[config.mk]
export PLATFORM = sky130hd
export DESIGN_NAME = cc_timer3
export DESIGN_NICKNAME = d
export VERILOG_FILES = /design/src/rtl/cct_pkg.sv /design/src/rtl/cct_edge_sync.sv /design/src/rtl/cct_counter.sv /design/src/rtl/cct_gr_slot.sv /design/src/rtl/cc_timer3.sv
export SDC_FILE = /design/constraint.sdc
export NUM_CORES = 1
export LEC_CHECK = 0
export ABC_AREA = 0
export BUFFER_PORTS_ARGS = -buffer_cell sky130_fd_sc_hd__buf_2
export CAP_MARGIN = 15
export CORE_ASPECT_RATIO = 1.2
export CORE_UTILIZATION = 29
export CTS_CLUSTER_DIAMETER = 80
export DETAILED_ROUTE_END_ITERATION = 6
export PLACE_DENSITY_LB_ADDON = 0.15
export SYNTH_ARGS = -nofsm -noshare
export SYNTH_HDL_FRONTEND = slang
export SYNTH_HIERARCHICAL = 1
export SYNTH_SLANG_ARGS = --single-unit
[constraint.sdc]
create_clock -name clk -period 4.2 [get_ports clk]
set_input_delay 0.84 -clock clk [delete_from_list [all_inputs] [get_ports clk]]
set_output_delay 0.84 -clock clk [all_outputs]
set_load 0.05 [all_outputs]
[src/rtl/cct_pkg.sv]
// Shared constants and types of the compare/capture timer.
// Assumes a fixed layout of three channels and eight register slots.
package cct_pkg;
    localparam int NCH      = 3;
    localparam int NSLOT    = 8;
    localparam int A_RUN    = 0;
    localparam int A_SHADOW = 1;
    localparam int A_CNT    = 4;
    localparam int A_GR     = 8;
    localparam int A_IOC    = 16;

    typedef enum logic [1:0] {
        ACT_NONE   = 2'd0,
        ACT_LOW    = 2'd1,
        ACT_HIGH   = 2'd2,
        ACT_TOGGLE = 2'd3
    } cmp_act_e;

    typedef struct packed {
        logic       cap_mode;
        logic       init_lvl;
        logic [1:0] sel;
    } ioc_t;

    // Channel that owns a register slot.
    function automatic int slot_chan(input int s);
        return (s < 4) ? 0 : ((s < 6) ? 1 : 2);
    endfunction
endpackage

[src/rtl/cct_edge_sync.sv]
// Synchronizes an asynchronous pin through STAGES flops and flags edges.
// Assumes STAGES >= 2; rise/fall are one-cycle pulses.
module cct_edge_sync #(
    parameter int STAGES = 2
) (
    input  logic clk,
    input  logic rst_n,
    input  logic din,
    output logic rise,
    output logic fall
);
    logic [STAGES:0] sh_q;

    // Shift the pin through the synchronizer plus one history stage.
    always_ff @(posedge clk) begin
        if (!rst_n) sh_q <= '0;
        else        sh_q <= {sh_q[STAGES-1:0], din};
    end

    assign rise = sh_q[STAGES-1] & ~sh_q[STAGES];
    assign fall = ~sh_q[STAGES-1] & sh_q[STAGES];
endmodule

[src/rtl/cct_counter.sv]
// Free-running up-counter of one channel; a bus write beats the increment.
// Assumes wr_en is already qualified as a full-width write.
module cct_counter #(
    parameter int W = 16
) (
    input  logic         clk,
    input  logic         rst_n,
    input  logic         run,
    input  logic         wr_en,
    input  logic [W-1:0] wr_val,
    output logic [W-1:0] cnt
);
    // Load, step or hold the count.
    always_ff @(posedge clk) begin
        if (!rst_n)     cnt <= '0;
        else if (wr_en) cnt <= wr_val;
        else if (run)   cnt <= cnt + W'(1);
    end
endmodule

[src/rtl/cct_gr_slot.sv]
// One general register with its control field, compare pin and capture input.
// Assumes the parent handles shadow pairing through alt_load/alt_val;
// priority is bus write, then capture, then shadow transfer.
module cct_gr_slot
    import cct_pkg::*;
#(
    parameter int W = 16
) (
    input  logic         clk,
    input  logic         rst_n,
    input  logic [W-1:0] cnt,
    input  logic         run,
    input  logic         active,
    input  logic         pin_in,
    input  logic         gr_wr,
    input  logic         ioc_wr,
    input  logic [W-1:0] wdata,
    input  logic         alt_load,
    input  logic [W-1:0] alt_val,
    output logic [W-1:0] gr,
    output logic [3:0]   ioc,
    output logic         pin,
    output logic         cmp_hit,
    output logic         cap_hit
);
    ioc_t ioc_q;
    logic rise, fall, edge_ok;

    cct_edge_sync #(.STAGES(2)) u_sync (
        .clk(clk), .rst_n(rst_n), .din(pin_in), .rise(rise), .fall(fall)
    );

    // Decode which synchronized edge the control field selects.
    always_comb begin
        unique case (ioc_q.sel)
            2'd0:    edge_ok = rise;
            2'd1:    edge_ok = fall;
            default: edge_ok = rise | fall;
        endcase
    end

    assign cap_hit = active & ioc_q.cap_mode & edge_ok;
    assign cmp_hit = active & ~ioc_q.cap_mode & run & (cnt == gr);
    assign ioc     = ioc_q;

    // Update the register value.
    always_ff @(posedge clk) begin
        if (!rst_n)        gr <= '1;
        else if (gr_wr)    gr <= wdata;
        else if (cap_hit)  gr <= cnt;
        else if (alt_load) gr <= alt_val;
    end

    // Hold the control field.
    always_ff @(posedge clk) begin
        if (!rst_n)      ioc_q <= '0;
        else if (ioc_wr) ioc_q <= ioc_t'(wdata[3:0]);
    end

    // Drive the compare pin: forced level when stopped, else action on match.
    always_ff @(posedge clk) begin
        if (!rst_n) pin <= 1'b0;
        else if (ioc_wr && !run) pin <= wdata[2];
        else if (cmp_hit) begin
            unique case (cmp_act_e'(ioc_q.sel))
                ACT_NONE:   pin <= pin;
                ACT_LOW:    pin <= 1'b0;
                ACT_HIGH:   pin <= 1'b1;
                ACT_TOGGLE: pin <= ~pin;
            endcase
        end
    end
endmodule

[src/rtl/cc_timer3.sv]
// Three-channel compare/capture timer with a word-addressed register bus.
// Assumes a single clock; cap_in is asynchronous and synchronized per slot.
module cc_timer3
    import cct_pkg::*;
#(
    parameter int CNT_W  = 16,
    parameter int ADDR_W = 5
) (
    input  logic              clk,
    input  logic              rst_n,
    input  logic              bus_sel,
    input  logic              bus_wr,
    input  logic              bus_wide,
    input  logic [ADDR_W-1:0] bus_addr,
    input  logic [CNT_W-1:0]  bus_wdata,
    output logic [CNT_W-1:0]  bus_rdata,
    input  logic [NSLOT-1:0]  cap_in,
    output logic [NSLOT-1:0]  cmp_out
);
    logic             wr_any, wr_full;
    logic [NCH-1:0]   start_q;
    logic [1:0]       shadow_q;
    logic [CNT_W-1:0] cnt_q   [NCH];
    logic [CNT_W-1:0] gr_q    [NSLOT];
    logic [CNT_W-1:0] alt_val [NSLOT];
    logic [3:0]       ioc_v   [NSLOT];
    logic [NSLOT-1:0] cmp_hit, cap_hit, alt_load, active;

    assign wr_any  = bus_sel & bus_wr;
    assign wr_full = wr_any & bus_wide;

    // Run bits and shadow enables accept any access width.
    always_ff @(posedge clk) begin
        if (!rst_n) begin
            start_q  <= '0;
            shadow_q <= '0;
        end else if (wr_any && bus_addr == ADDR_W'(A_RUN)) begin
            start_q <= bus_wdata[NCH-1:0];
        end else if (wr_any && bus_addr == ADDR_W'(A_SHADOW)) begin
            shadow_q <= bus_wdata[1:0];
        end
    end

    for (genvar c = 0; c < NCH; c++) begin : g_cnt
        cct_counter #(.W(CNT_W)) u_cnt (
            .clk(clk), .rst_n(rst_n), .run(start_q[c]),
            .wr_en(wr_full && bus_addr == ADDR_W'(A_CNT + c)),
            .wr_val(bus_wdata), .cnt(cnt_q[c])
        );
    end

    for (genvar s = 0; s < NSLOT; s++) begin : g_slot
        localparam int CH = slot_chan(s);
        if (s == 0 || s == 1) begin : g_primary
            assign active[s]   = 1'b1;
            assign alt_load[s] = shadow_q[s] & cmp_hit[s];
            assign alt_val[s]  = gr_q[s+2];
        end else if (s == 2 || s == 3) begin : g_shadow
            assign active[s]   = ~shadow_q[s-2];
            assign alt_load[s] = shadow_q[s-2] & cap_hit[s-2];
            assign alt_val[s]  = gr_q[s-2];
        end else begin : g_plain
            assign active[s]   = 1'b1;
            assign alt_load[s] = 1'b0;
            assign alt_val[s]  = '0;
        end

        cct_gr_slot #(.W(CNT_W)) u_slot (
            .clk(clk), .rst_n(rst_n), .cnt(cnt_q[CH]), .run(start_q[CH]),
            .active(active[s]), .pin_in(cap_in[s]),
            .gr_wr(wr_full && bus_addr == ADDR_W'(A_GR + s)),
            .ioc_wr(wr_any && bus_addr == ADDR_W'(A_IOC + s)),
            .wdata(bus_wdata), .alt_load(alt_load[s]), .alt_val(alt_val[s]),
            .gr(gr_q[s]), .ioc(ioc_v[s]), .pin(cmp_out[s]),
            .cmp_hit(cmp_hit[s]), .cap_hit(cap_hit[s])
        );
    end

    // Read mux; byte reads of counters and general registers return 0.
    always_comb begin
        bus_rdata = '0;
        if (bus_addr == ADDR_W'(A_RUN))    bus_rdata = CNT_W'(start_q);
        if (bus_addr == ADDR_W'(A_SHADOW)) bus_rdata = CNT_W'(shadow_q);
        for (int c = 0; c < NCH; c++) begin
            if (bus_wide && bus_addr == ADDR_W'(A_CNT + c)) bus_rdata = cnt_q[c];
        end
        for (int s = 0; s < NSLOT; s++) begin
            if (bus_wide && bus_addr == ADDR_W'(A_GR + s))  bus_rdata = gr_q[s];
            if (bus_addr == ADDR_W'(A_IOC + s))             bus_rdata = CNT_W'(ioc_v[s]);
        end
    end
endmodule

==> run metrics, run 1 <==
Required @ worst endpoint ~3.4 ns; pin count of the biggest net entering global routing 111; Setup CP Type primary input to primary output; core footprint around 0.057 mm²; worst reg2reg startpoint g_cnt[0].u_cnt/cnt[1]; # clock sinks between 200 and 250; vias in the first global route about 16000; Lkg Pwr ~7.4 nW; Total Power slightly below 6 mW; Syn Area/Cell between 7 and 8 µm²; final instance area 0.0194 mm²; initial antenna violation count 3; Setup Total Neg Slack 0 ns; Min Clock Period, post-route just under 4 ns; Switching Fraction 27.6%; ANT nets after route 0; Cell Count, Final, Fillers Out between 2000 and 3000; layout cells sized above 1 between 10% and 20%; WHS Path Cells 1; max-cap violation count 0; hold_buf cts 0; Syn Inst Count 2139; total CTS buffers 34; Cell Pwr Density between 300 and 400 mW/mm²; Post-Syn Area 0.0168 mm²; part of the power in the clock network about half; worst path arrival time 3.12 ns; Slew Limit Fails 0; RSZ-0062 raised after global routing no; HPWL Detailed around 52000 µm; fillers about 6100; total number of vias between 15000 and 20000; Area Growth Syn to Fin 15.6%; Max VDD drop between 0.0002 and 0.00025 V; DR iter-0 viols between 1500 and 2000; Root Buffer clkbuf_16; final net count around 2300; Clk Latency, worst-skew pair 0.54 ns; placed instance count ~3000; grt total ovfl 0; H-tree depth 2; GRT Overall Usage 24.6%; Combinational Power Share 9.4%; Fin. Hold Viols 0; Chip Width ~220 µm; relative slew slack approximately a third; clk buf depth 3; Cell Area, Placed roughly 0.018 mm²; FF-to-FF setup slack 1.06 ns; Reg2Reg Depth 9; Routed wire per std cell 24.6 µm; Max FO, Critical Path 21; worst hold path type flip-flop to flip-flop; FP Rows 96; Sequential Area 0.00490 mm²; Synth Warn # 6; sw power approximately 1.6 mW; Worst-Margin Slew 1.01 ns; Initial Util 29.4%; worst r2r dst g_slot[0].u_slot/gr[3]; drt pass-1 iters 5; Pint approximately 4.3 mW; clock skew 0.00823 ns; vias per inst approximately 5.5; total wire length 73600 µm; # port buffers 57; Ports between 50 and 60; DRC Markers 0; critical path endpoint category primary output; Die ar. just under 0.06 mm²; CTS-repair resized insts 0; Die Y 266 µm; Sequential Power Share about two fifths; Fmax around 0.25 GHz; Post-CTS Setup Inserts 0; gpl congestion a little over 0.9; final worst path period share approximately 94%; first-pass GRT wire length 108000 µm; multi-input logic area 0.0109 mm²; Worst-path clk slew around 0.050 ns; outcome completed; final setup fails 0; CP Launch Type primary input; WHS Endpoint g_slot[0].u_slot/u_sync/sh_q[1]; worst hold start g_slot[0].u_slot/u_sync/sh_q[0]; CTS tree built
[metrics by stage]
step           util, %  setup WS (ns)  hold slack (ns)
4_1_cts           34.0          0.226            0.429
2_1_floorplan        -          0.553            0.406
3_3_place_gp      32.0          0.228            0.410
5_1_grt           34.0         0.0735            0.438
6_report          34.0          0.236            0.424
3_5_place_dp      32.0          0.233            0.413
[worst max-delay path by stage]
stage | endpoint | start | slack, ns | depth (start not counted)
6_report | bus_rdata[0] | bus_addr[4] | 0.24 | 8
5_1_grt | bus_rdata[0] | bus_addr[4] | 0.07 | 8
4_1_cts | bus_rdata[2] | bus_addr[4] | 0.23 | 8
3_5_place_dp | bus_rdata[2] | bus_addr[4] | 0.23 | 8
3_3_place_gp | bus_rdata[0] | bus_addr[4] | 0.23 | 8
2_1_floorplan | bus_rdata[2] | bus_addr[4] | 0.55 | 8
[layout by cell type, fill, tap and decap left out, drive strengths merged, types with 55 or more instances in the layout]
| master | instances |
|---|---|
| buf | 139 |
| nand3 | 55 |
| nand3b | 133 |
| conb | 80 |
| xor2 | 97 |
| a21oi | 180 |
| mux2i | 61 |
| nor2b | 60 |
| o21ai | 195 |
| xnor2 | 76 |
| inv | 164 |
| dfxtp | 245 |
| nand2 | 70 |
| nor2 | 169 |
| a22oi | 182 |
[power by group through the flow]
stage	sequential, mW	combinational, mW	clock (mW)
3_5_place_dp	2.50	0.541	0
4_1_cts	2.45	0.543	2.95
3_3_place_gp	2.50	0.538	0
2_1_floorplan	2.46	0.322	0
6_report	2.45	0.557	2.89
5_1_grt	2.45	0.595	3.05
[per-layer routing]
metal | wire length, µm | share of wire, % | GRT usage [%] | vias up
li1 | - | - | - | 7720
met1 | 31900 | 43 | 31.8 | 8027
met2 | 35000 | 48 | 41.6 | 591
met3 | 3970 | 5.4 | 2.94 | 119
met4 | 2730 | 3.7 | 9.37 | 0
met5 | 0 | 0 | 0 | -
[cell type report]
type,count,area share [%]
multi-input combinational,1654,55.9
sequential,245,25.3
clock buffer,50,5.37
timing repair buffer,139,5.32
tap,735,4.74
inverter,163,3.15
clock inverter,9,0.264
antenna,1,0.0129
[registers in the layout, indices dropped and copies added (netlist names)]
signal and flops:
g_slot.u_slot/pin 8, shadow_q 2, g_slot.u_slot/ioc 32, g_cnt.u_cnt/cnt 48, start_q 3, g_slot.u_slot/u_sync/sh_q 24
g_slot.u_slot/gr 128
[critical path, cell delays in order]
cell and delay (ns):
buf_2 0.22, nand4bb_4 0.40, or3_1 0.42, a311oi_1 0.40, o31ai_1 0.18, nand3_1 0.14
a31o_1 0.22, buf_2 0.29
(Power assumes the default switching activity.)
==> inputs of run 2 (changes only) <==
--- a/config.mk
+++ b/config.mk
@@ -12,7 +12,6 @@
 export CORE_UTILIZATION = 29
 export CTS_CLUSTER_DIAMETER = 80
 export DETAILED_ROUTE_END_ITERATION = 6
-export PLACE_DENSITY_LB_ADDON = 0.15
 export SYNTH_ARGS = -nofsm -noshare
 export SYNTH_HDL_FRONTEND = slang
 export SYNTH_HIERARCHICAL = 1
==> run 2 against run 1 <==
Sequential power barely moved. Critical path depth rose by 2. Critical endpoint is now bus_rdata[2]. Clock-buffer cell count fell by 8. Clock power fell by 8.7%. Worst hold slack improved by 0.00084 ns. Via count rose by 2.4%. Total power fell by 4.3%. Largest power group unchanged. Register-to-register slack got worse by 0.27 ns. Critical path type unchanged.
==> run metrics, run 2 (synthesized netlist as in run 1, its figures left out) <==
outcome completed; hold_buf cts 0 (unchanged); Clk Latency, worst-skew pair 0.59 ns (+0.05 ns); clk buf depth 3 (unchanged); first-pass GRT wire length 102000 µm (-6.0%); relative slew slack 33.1% (+0.56 points); max-cap violation count 0 (unchanged); CP Buf/Inv Count 4 (+2); fillers 6042 (-1.1%); Ports 58 (unchanged); Switching Fraction 27.4% (-0.16 points); pin count of the biggest net entering global routing 107 (-3.6%); layout cells sized above 1 11.1% (-0.62 points); part of the power in the clock network 46.8% (-2.2 points); Lkg Pwr 7.27 nW (-1.6%); Chip Width 222 µm (unchanged); total wire length 68900 µm (-6.3%); Cell Count, Final, Fillers Out 2978 (-0.60%); Area Growth Syn to Fin 14.3%; DP Worst Slack 0.255 ns (+0.0213 ns); Worst-path clk slew 0.06 ns (about the same); max FFs per register 128 (unchanged); Cell Chain, Critical Path buf_2 -> buf_4 -> and4bb_1 -> nand3_1 -> nand4_1 -> a211o_1 -> o22ai_1 -> o221ai_1 -> buf_4 -> buf_12; Min Clock Period, post-route 4.04 ns (+0.0811 ns); gpl congestion 0.977 (+6.9%); Die ar. 0.0589 mm² (unchanged); ANT nets after route 0 (unchanged); Crit path max-delay family buffers and inverters; drt pass-1 iters 6 (+1); Max stage delay on crit path 0.35 ns (-0.07 ns); most frequent cells in the layout dfxtp_1, a22oi_1, a21oi_1; final setup fails 0 (unchanged); initial antenna violation count 1 (-2); Fmax 0.247 GHz (-2.0%); multi-input logic area 0.0109 mm² (unchanged); Combinational Power Share 9.9% (+0.5 points); met3 Use GR 2.86% (-0.088 points); total number of vias 16800 (+2.4%); Total Power 5.65 mW (-4.3%); CTS-repair resized insts 0 (unchanged); Root Buffer clkbuf_16; worst path arrival time 3.20 ns (+0.08 ns); Worst-Margin Slew 1.00 ns (-0.00843 ns); core footprint 0.0572 mm² (unchanged); Sequential Area 0.00490 mm² (unchanged); most common cell type on the critical path buf_4; critical path endpoint category primary output; Die Y 266 µm (unchanged); Sequential Power Share 43.3% (+1.8 points); vias per inst 5.66 (+3.0%); final instance area 0.0192 mm² (-1.1%); placed instance count 2923 (-0.44%); # port buffers 57 (unchanged); final net count 2258 (-0.70%); utilization after layout 33.6% (-0.37 points); sw power 1.55 mW (-4.9%); DR iter-0 viols 1865 (+3.0%); Initial Util 29.4% (unchanged); most common cell after layout, fill and taps aside dfxtp_1; FP Rows 96 (unchanged); Routed wire per std cell 23.2 µm (-5.7%); Slew Limit Fails 0 (unchanged); Pint 4.10 mW (-4.1%); # clock sinks 245 (unchanged); setup slack after layout 0.155 ns (-0.0811 ns); Cell Area, Placed 0.0182 mm² (-0.57%); Required @ worst endpoint 3.36 ns (about the same); antenna diode count 0 (-1); Max FO, Critical Path 18 (-14%); grt total ovfl 0 (unchanged); total CTS buffers 31 (-8.8%); Max VDD drop 0.000321 V (+60%); Cell Pwr Density 294 mW/mm² (-3.3%); RSZ-0062 raised after global routing no; M2 GR Usage 37.2% (-4.3 points); vias in the first global route 16100 (+2.9%); Post-CTS Setup Inserts 0 (unchanged); CP Launch Type primary input; clock skew 0.0151 ns (+0.00684 ns); largest register by flop count g_slot.u_slot/gr; GRT Overall Usage 22.5% (-2.1 points); HPWL Detailed 48100 µm (-8.0%); CTS tree built; Fin Hold WS 0.425 ns (+0.000837 ns); Setup CP Type primary input to primary output; busiest grt layer met2; final worst path period share 96.3% (+1.9 points); worst hold path type flip-flop to flip-flop; met1 Use GR 28.3% (-3.5 points); slowest stage cell on the critical path a211o_1; Fin. Hold Viols 0 (unchanged); DRC Markers 0 (unchanged); H-tree depth 1 (-1); Setup Total Neg Slack 0 ns (unchanged)
-- run 2: changes by cell type in the layout (fill, tap and decap cells not counted), sizes merged --
cell / previous run / this run
clkinv: 7 / 10
bufinv: 0 / 1
clkinvlp: 1 / 2
clkbuf: 50 / 42
diode: 1 / 0
buf: 139 / 126
inv: 164 / 163
-- run 2: final cells by class --
type	instances	area share (%)
sequential	245	25.5
inverter	163	3.19
clock inverter	13	0.495
clock buffer	42	4.67
timing repair buffer	126	4.83
multi-input combinational	1654	56.5
tap	735	4.79
-- run 2: power by group through the flow --
stage,clock (mW),combinational (mW),sequential (mW)
floorplan,0,0.322,2.46
global placement,0,0.526,2.49
detailed placement,0,0.533,2.49
CTS,2.69,0.534,2.44
global route,2.77,0.589,2.45
finish,2.64,0.557,2.45
-- run 2: metal layers --
metal | wire [µm] | vias up
met5 | 0 | -
met4 | 4080 | 0
met3 | 5500 | 192
met2 | 31600 | 849
met1 | 27700 | 8111
li1 | - | 7694
-- run 2: worst paths after layout --
check                                                startpoint                         endpoint  slack [ns]  cells after the start
worst max-delay path                                bus_addr[1]                     bus_rdata[2]        0.16                     10
worst min-delay path            g_slot[1].u_slot/u_sync/sh_q[0]  g_slot[1].u_slot/u_sync/sh_q[1]        0.43                      1
worst max register to register          g_slot[1].u_slot/ioc[0]           g_slot[3].u_slot/gr[7]        0.79                      7
worst min register to register  g_slot[1].u_slot/u_sync/sh_q[0]  g_slot[1].u_slot/u_sync/sh_q[1]        0.43                      1
